`src/rtl/ecc_err_log_pkg.sv`:
```
package ecc_err_log_pkg;

  // Status bit positions (decoded by software)
  localparam int STS_CE_BIT = 0;
  localparam int STS_UE_BIT = 7;

  // Command enable bit positions
  localparam int CMD_CE_BIT = 7;
  localparam int CMD_UE_BIT = 8;

  // Register word indices
  localparam int REG_STATUS  = 0;
  localparam int REG_COMMAND = 1;
  localparam int REG_ADDR    = 2;
  localparam int REG_SYN     = 3;
  localparam int REG_CHAN    = 4;

  // Strobes from control to datapath
  typedef struct packed {
    logic loadDetail;  // capture error details this cycle
    logic selUe;       // pick the uncorrectable detail bus
    logic wrCmd;       // write the command enables
  } strobe_t;

endpackage

```
`src/rtl/ecc_err_log_ctrl.sv`:
```
module ecc_err_log_ctrl
  import ecc_err_log_pkg::*;
#(
  parameter int REG_AW = 3
) (
  input  logic              clk,
  input  logic              rstN,
  input  logic              ceValid,
  input  logic              ueValid,
  input  logic              regWrEn,
  input  logic [REG_AW-1:0] regAddr,
  input  logic              wrCeBit,
  input  logic              wrUeBit,
  output logic              ceFlag,
  output logic              ueFlag,
  output strobe_t           strobe
);

  logic wrStatus;
  logic clrCe;
  logic clrUe;
  logic ueTake;
  logic ceTake;

  assign wrStatus = regWrEn && (regAddr == REG_AW'(REG_STATUS));
  assign clrCe    = wrStatus && wrCeBit;
  assign clrUe    = wrStatus && wrUeBit;

  // An uncorrectable error takes the details unless one is already held;
  // a correctable error only takes them when nothing is pending.
  assign ueTake = ueValid && !ueFlag;
  assign ceTake = ceValid && !ceFlag && !ueFlag;

  always_comb begin
    strobe            = '0;
    strobe.loadDetail = ueTake || ceTake;
    strobe.selUe      = ueTake;
    strobe.wrCmd      = regWrEn && (regAddr == REG_AW'(REG_COMMAND));
  end

  // Event has priority over a same-cycle clear
  always_ff @(posedge clk or negedge rstN) begin
    if (!rstN) begin
      ceFlag <= 1'b0;
      ueFlag <= 1'b0;
    end else begin
      ceFlag <= ceValid || (ceFlag && !clrCe);
      ueFlag <= ueValid || (ueFlag && !clrUe);
    end
  end

  AST_CE_EVENT_WINS: assert property (@(posedge clk) disable iff (!rstN)
    ceValid |=> ceFlag);
  AST_UE_EVENT_WINS: assert property (@(posedge clk) disable iff (!rstN)
    ueValid |=> ueFlag);
  AST_CE_CLEAR: assert property (@(posedge clk) disable iff (!rstN)
    (clrCe && !ceValid) |=> !ceFlag);
  AST_UE_HOLD: assert property (@(posedge clk) disable iff (!rstN)
    (ueFlag && !clrUe) |=> ueFlag);

endmodule

```
`src/rtl/ecc_err_log_dp.sv`:
```
module ecc_err_log_dp
  import ecc_err_log_pkg::*;
#(
  parameter int BLK_W  = 20,
  parameter int SYN_W  = 8,
  parameter int DATA_W = 32,
  parameter int REG_AW = 3
) (
  input  logic              clk,
  input  logic              rstN,
  input  strobe_t           strobe,
  input  logic              ceValid,
  input  logic              ueValid,
  input  logic [BLK_W-1:0]  ceBlkAddr,
  input  logic [SYN_W-1:0]  ceSyndrome,
  input  logic              ceChannel,
  input  logic [BLK_W-1:0]  ueBlkAddr,
  input  logic [SYN_W-1:0]  ueSyndrome,
  input  logic              ueChannel,
  input  logic              ceFlag,
  input  logic              ueFlag,
  input  logic              wrCeEn,
  input  logic              wrUeEn,
  input  logic [REG_AW-1:0] regAddr,
  output logic [DATA_W-1:0] regRdData,
  output logic              serrOut
);

  localparam int OFS_W = DATA_W - BLK_W;  // always-zero low address bits

  logic [BLK_W-1:0] blkReg;
  logic [SYN_W-1:0] synReg;
  logic             chanReg;
  logic             cmdCe;
  logic             cmdUe;

  logic [BLK_W-1:0] blkNext;
  logic [SYN_W-1:0] synNext;
  logic             chanNext;

  assign blkNext  = strobe.selUe ? ueBlkAddr  : ceBlkAddr;
  assign synNext  = strobe.selUe ? ueSyndrome : ceSyndrome;
  assign chanNext = strobe.selUe ? ueChannel  : ceChannel;

  always_ff @(posedge clk or negedge rstN) begin
    if (!rstN) begin
      blkReg  <= '0;
      synReg  <= '0;
      chanReg <= 1'b0;
    end else if (strobe.loadDetail) begin
      blkReg  <= blkNext;
      synReg  <= synNext;
      chanReg <= chanNext;
    end
  end

  always_ff @(posedge clk or negedge rstN) begin
    if (!rstN) begin
      cmdCe <= 1'b0;
      cmdUe <= 1'b0;
    end else if (strobe.wrCmd) begin
      cmdCe <= wrCeEn;
      cmdUe <= wrUeEn;
    end
  end

  assign serrOut = (ceFlag && cmdCe) || (ueFlag && cmdUe);

  always_comb begin
    regRdData = '0;
    case (regAddr)
      REG_AW'(REG_STATUS): begin
        regRdData[STS_CE_BIT] = ceFlag;
        regRdData[STS_UE_BIT] = ueFlag;
      end
      REG_AW'(REG_COMMAND): begin
        regRdData[CMD_CE_BIT] = cmdCe;
        regRdData[CMD_UE_BIT] = cmdUe;
      end
      REG_AW'(REG_ADDR): regRdData = {blkReg, {OFS_W{1'b0}}};
      REG_AW'(REG_SYN):  regRdData[SYN_W-1:0] = synReg;
      REG_AW'(REG_CHAN): regRdData[0] = chanReg;
      default: regRdData = '0;
    endcase
  end

  AST_UE_CAPTURE: assert property (@(posedge clk) disable iff (!rstN)
    (ueValid && !ueFlag) |=> (blkReg == $past(ueBlkAddr) && synReg == $past(ueSyndrome)));
  AST_CE_NO_OVERWRITE: assert property (@(posedge clk) disable iff (!rstN)
    (ceValid && !ueValid && (ceFlag || ueFlag)) |=> ($stable(blkReg) && $stable(synReg) && $stable(chanReg)));
  AST_UE_KEEP_FIRST: assert property (@(posedge clk) disable iff (!rstN)
    (ueFlag && !ceValid && ueValid) |=> ($stable(blkReg) && $stable(synReg)));

endmodule

```
`src/rtl/ecc_err_log.sv`:
```
module ecc_err_log
  import ecc_err_log_pkg::*;
#(
  parameter int BLK_W  = 20,
  parameter int SYN_W  = 8,
  parameter int DATA_W = 32,
  parameter int REG_AW = 3
) (
  input  logic              clk,
  input  logic              rstN,
  input  logic              ceValid,
  input  logic [BLK_W-1:0]  ceBlkAddr,
  input  logic [SYN_W-1:0]  ceSyndrome,
  input  logic              ceChannel,
  input  logic              ueValid,
  input  logic [BLK_W-1:0]  ueBlkAddr,
  input  logic [SYN_W-1:0]  ueSyndrome,
  input  logic              ueChannel,
  input  logic              regWrEn,
  input  logic [REG_AW-1:0] regAddr,
  input  logic [DATA_W-1:0] regWrData,
  output logic [DATA_W-1:0] regRdData,
  output logic              serrOut
);

  strobe_t strobe;
  logic    ceFlag;
  logic    ueFlag;
  logic    unusedWrBits;

  assign unusedWrBits = ^regWrData;

  ecc_err_log_ctrl #(
    .REG_AW (REG_AW)
  ) u_ctrl (
    .clk     (clk),
    .rstN    (rstN),
    .ceValid (ceValid),
    .ueValid (ueValid),
    .regWrEn (regWrEn),
    .regAddr (regAddr),
    .wrCeBit (regWrData[STS_CE_BIT]),
    .wrUeBit (regWrData[STS_UE_BIT]),
    .ceFlag  (ceFlag),
    .ueFlag  (ueFlag),
    .strobe  (strobe)
  );

  ecc_err_log_dp #(
    .BLK_W  (BLK_W),
    .SYN_W  (SYN_W),
    .DATA_W (DATA_W),
    .REG_AW (REG_AW)
  ) u_dp (
    .clk        (clk),
    .rstN       (rstN),
    .strobe     (strobe),
    .ceValid    (ceValid),
    .ueValid    (ueValid),
    .ceBlkAddr  (ceBlkAddr),
    .ceSyndrome (ceSyndrome),
    .ceChannel  (ceChannel),
    .ueBlkAddr  (ueBlkAddr),
    .ueSyndrome (ueSyndrome),
    .ueChannel  (ueChannel),
    .ceFlag     (ceFlag),
    .ueFlag     (ueFlag),
    .wrCeEn     (regWrData[CMD_CE_BIT]),
    .wrUeEn     (regWrData[CMD_UE_BIT]),
    .regAddr    (regAddr),
    .regRdData  (regRdData),
    .serrOut    (serrOut)
  );

  AST_SERR_NEEDS_FLAG: assert property (@(posedge clk) disable iff (!rstN)
    serrOut |-> (ceFlag || ueFlag));
  AST_SERR_AFTER_CLEAR: assert property (@(posedge clk) disable iff (!rstN)
    (!ceValid && !ueValid && !ueFlag && ceFlag && regWrEn &&
     regAddr == REG_AW'(REG_STATUS) && regWrData[STS_CE_BIT]) |=> !serrOut);

endmodule

```
`config.mk`:
```
export PLATFORM = sky130hd
export DESIGN_NAME = ecc_err_log
export DESIGN_NICKNAME = d
export VERILOG_FILES = /design/src/rtl/ecc_err_log_pkg.sv /design/src/rtl/ecc_err_log_ctrl.sv /design/src/rtl/ecc_err_log_dp.sv /design/src/rtl/ecc_err_log.sv
export SDC_FILE = /design/constraint.sdc
export NUM_CORES = 1
export LEC_CHECK = 0
export BUFFER_PORTS_ARGS = -buffer_cell sky130_fd_sc_hd__buf_2
export CAP_MARGIN = 0
export CORE_UTILIZATION = 38
export DETAILED_ROUTE_END_ITERATION = 10
export PLACE_DENSITY = 0.75
export SLEW_MARGIN = 25
export SYNTH_ARGS = -nofsm -noshare
export SYNTH_HDL_FRONTEND = slang
export SYNTH_SLANG_ARGS = --single-unit
```
`constraint.sdc`:
```
create_clock -name clk -period 1.67 [get_ports clk]
set_clock_uncertainty 0.2 [all_clocks]
set_input_delay 0.167 -clock clk [delete_from_list [all_inputs] [get_ports clk]]
set_output_delay 0.167 -clock clk [all_outputs]
set_load 0.01 [all_outputs]
```
==> run metrics <==
number of enable flip-flop cells after synthesis 0; highest attainable clock frequency around 580 MHz; top-count cell post-synth sky130_fd_sc_hd__mux2_2; post-synthesis to final-layout area growth 40.16%; worst vdd ir between 300 and 400 uV; Max Fanout on Critical Path 2; XOR/XNOR Fraction of Synth Area 0%; core region area 4848 sq um; final-report setup violation count 1; antenna violations before repair 0; post-route total power between 2 and 2.5 mW; Yosys top cell area share between 40% and 50%; leakage power total 1.410 nW; post-synthesis cell type count 22; Final Cycle Share 103.8%; fraction of layout instances using a drive strength above 1 between 60% and 70%; data required time of the critical path ~1.3 ns; met3 track demand over resource about 4.7%; Die ar. around 5500 sq um; setup repair after global routing missed its margin true; cell chain of the critical path buf_6 > mux2_2 > a22o_1 > buf_2; leading post-synthesis cells by instance count sky130_fd_sc_hd__mux2_2, sky130_fd_sc_hd__dfrtp_1, sky130_fd_sc_hd__and2_1; CTS clk-pin slew, worst paths roughly 0.06 ns; logic gate share of total power around a quarter; Critical Path Max Stage Delay between 0.3 and 0.4 ns; root buffer selected by CTS sky130_fd_sc_hd__clkbuf_8; Initial Utilization 40.67%; total CTS buffers 5; global placer's final weighted congestion roughly 0.8; power density normalized to cell area between 800 and 900 nW/um^2; Detail Route Antenna Nets 0; Clk Latency, worst-skew pair 0.28 ns; synthesized cell area 1972 sq um; Main synth FF type sky130_fd_sc_hd__dfrtp_1; Antenna Cells 0; leading cell types by total area after synthesis sky130_fd_sc_hd__dfrtp_1, sky130_fd_sc_hd__mux2_2, sky130_fd_sc_hd__mux2_4, sky130_fd_sc_hd__and2_1, sky130_fd_sc_hd__buf_4; Yosys top cell by area sky130_fd_sc_hd__dfrtp_1; DIE WIDTH roughly 74 microns; crit end category output pin; number of nets in the finished design 361; violations in the final reports setup timing; maximum number of pins on one net before global-route repair 21; final WL around 4.0 mm; Post-Place Cell Area about 2600 sq um; sequential area share after synthesis 41.88%; routed via count around 1,500; clk buf depth 2; fraction of power consumed by the clock network between 20 and 30%; vias in the first global route roughly 1,400; most congested layer reported by global routing met2; count of H-tree levels built during CTS 2; post-synthesis share of cell area spent on full adders, half adders and majority gates 0%; largest family of logic cells by synthesized area multiplexers; arrival time of data at the critical path endpoint approximately 1.4 ns; average vias per placed instance between 4 and 5; Synth Area in Compound Gates approximately 2.3%; number of placement rows 25; area of all placed cells without fillers about 2800 sq um; number of clock sinks 33; global-route met2 utilization 26.06%; aggregate global routing overflow 0; Critical Setup Path Class flip-flop to output pin; global-route wire length before repair 6.410 mm; endpoints failing hold 0; shortest period the worst path allows about 1.7 ns; average wire per standard cell around 12 microns; number of maximum-capacitance violations 0; Starting DRT DRC Count between 50 and 60; I/O pin cnt 131; slack of the critical path -0.06275 ns; sequential power share between 40% and 50%; Die Span Y around 74 microns; Post-Syn Area per Cell around 13 sq um; outcome finished with violations; Synth Area in Simple Gates 12.31%; count of input and output buffers between 90 and 100; slowest stage cell on the critical path sky130_fd_sc_hd__dfrtp_1; Syn Inst Count between 150 and 200; Global Route met1 Usage about a fifth; type of origin of the critical path flip-flop; Slew Viols, Final 0; switching portion of total power 24.34%; residual DRC count 0; proportion of synthesized area in mux cells around two fifths; Min-Delay Path Class input pin to flip-flop; Global Route Usage Sum 15.72%; Yosys Warn Count 0; Async S/R FF share, synth between 90% and 100%; CTS tree yes; internal power 1.677 mW; sum of net half-perimeters after detailed placement just over 3 mm; synthesized flop and latch total 33; number of detailed-routing iterations run before antenna repair 4; switching power total roughly 540 uW; Setup TNS -0.06275 ns
per-stage QoR:
step	util (%)	setup WS, ns	hold slack [ns]	instances
floorplan	-	-0.0007463	-0.3286	153
global placement	53.68	0.06914	-0.09449	315
global route	57.01	-0.1037	0.02941	331
detailed placement	53.68	0.05223	-0.08972	315
finish	57.01	-0.06275	0.04029	331
CTS	57.01	-0.07685	0.03384	331
sequential cells by signal, indices dropped and copies added, names as in the netlist:
signal and count:
u_ctrl.ceFlag 1, u_dp.cmdCe 1, u_dp.synReg 8, u_dp.cmdUe 1, u_dp.blkReg 20, u_dp.chanReg 1
u_ctrl.ueFlag 1
what timing repair did:
action                                  CTS  global route
pin swaps                                 1             1
hold buffers                              7             0
endpoints found under the setup margin    1            22
resized for setup                         1             0
buffers inserted                          1             0
hold endpoints to repair                 20             0
worst paths after layout:
kind | start | endpoint | slack, ns | cells after the start
max | u_ctrl.ceFlag$_DFF_PN0_ | regRdData[0] | -0.06 | 4
min reg2reg | u_dp.blkReg[9]$_DFFE_PN0P_ | u_dp.blkReg[9]$_DFFE_PN0P_ | 0.30 | 1
max reg2reg | u_ctrl.ceFlag$_DFF_PN0_ | u_ctrl.ceFlag$_DFF_PN0_ | 0.04 | 4
min in group asynchronous | rstN | u_dp.blkReg[3]$_DFFE_PN0P_ | 0.15 | 2
min | ceSyndrome[4] | u_dp.synReg[4]$_DFFE_PN0P_ | 0.04 | 3
max in group asynchronous | rstN | u_dp.blkReg[7]$_DFFE_PN0P_ | 0.55 | 3
cells in the final DEF (no fill, tap or decap):
cell                            netlist  final
sky130_fd_sc_hd__nor4b_1              1      1
sky130_fd_sc_hd__buf_6                2      1
sky130_fd_sc_hd__and3b_1              1      1
sky130_fd_sc_hd__buf_4                5      4
sky130_fd_sc_hd__clkbuf_1             2      3
sky130_fd_sc_hd__nand2_1              2      2
sky130_fd_sc_hd__inv_1                1      1
sky130_fd_sc_hd__dlygate4sd3_1        0      7
sky130_fd_sc_hd__nand2b_4             1      1
sky130_fd_sc_hd__clkbuf_8             0      5
sky130_fd_sc_hd__nand2b_1             1      1
sky130_fd_sc_hd__and2_1              26     26
sky130_fd_sc_hd__nor4bb_1             2      2
sky130_fd_sc_hd__conb_1               1      3
sky130_fd_sc_hd__buf_12               0      4
sky130_fd_sc_hd__nor3b_2              0      1
sky130_fd_sc_hd__a22o_1               2      2
sky130_fd_sc_hd__a21oi_4              0      1
sky130_fd_sc_hd__dfrtp_1             33     33
sky130_fd_sc_hd__mux2_4              20     20
sky130_fd_sc_hd__buf_2                2     98
sky130_fd_sc_hd__mux2_2              42     42
sky130_fd_sc_hd__nor2_1               2      2
sky130_fd_sc_hd__a21o_1               2      2
sky130_fd_sc_hd__a22oi_1              1      1
critical path: cells and delay by family (launching register included):
family / cells / cell delay [ns]
DFF: 1 / 0.38
buffers and inverters: 2 / 0.26
muxes: 1 / 0.25
AOI/OAI and AO/OA: 1 / 0.21
logic make-up (layout without fill, tap and decap cells):
| logic type | count (synthesis) | after routing |
|---|---|---|
| AO/OA/AOI/OAI | 6 | 6 |
| buffers and inverters | 12 | 123 |
| flip-flops | 33 | 33 |
| multiplexers | 62 | 62 |
| other | 1 | 3 |
| AND/OR/NAND/NOR | 37 | 37 |
power by group through the flow:
stage / sequential (mW) / clock [mW] / combinational (mW)
after floorplan: 1.09 / 0 / 0.372
after global placement: 1.11 / 0 / 0.528
after detailed placement: 1.12 / 0 / 0.548
after CTS: 1.11 / 0.585 / 0.558
after global routing: 1.14 / 0.621 / 0.603
final: 1.11 / 0.562 / 0.549
layer usage:
layer	vias up	wire, microns
li1	747	-
met1	691	1785
met2	74	1911
met3	5	284
met4	0	48
met5	-	0
final cells by class:
type,count,area [sq um]
well taps,67,83.83
clock buffers,8,80.08
multi-input cells,108,1089
fillers,412,2085
inverters,1,3.754
flip-flops and latches,33,825.8
repair buffers,114,681.9
Power figures use the tool's default switching activity.
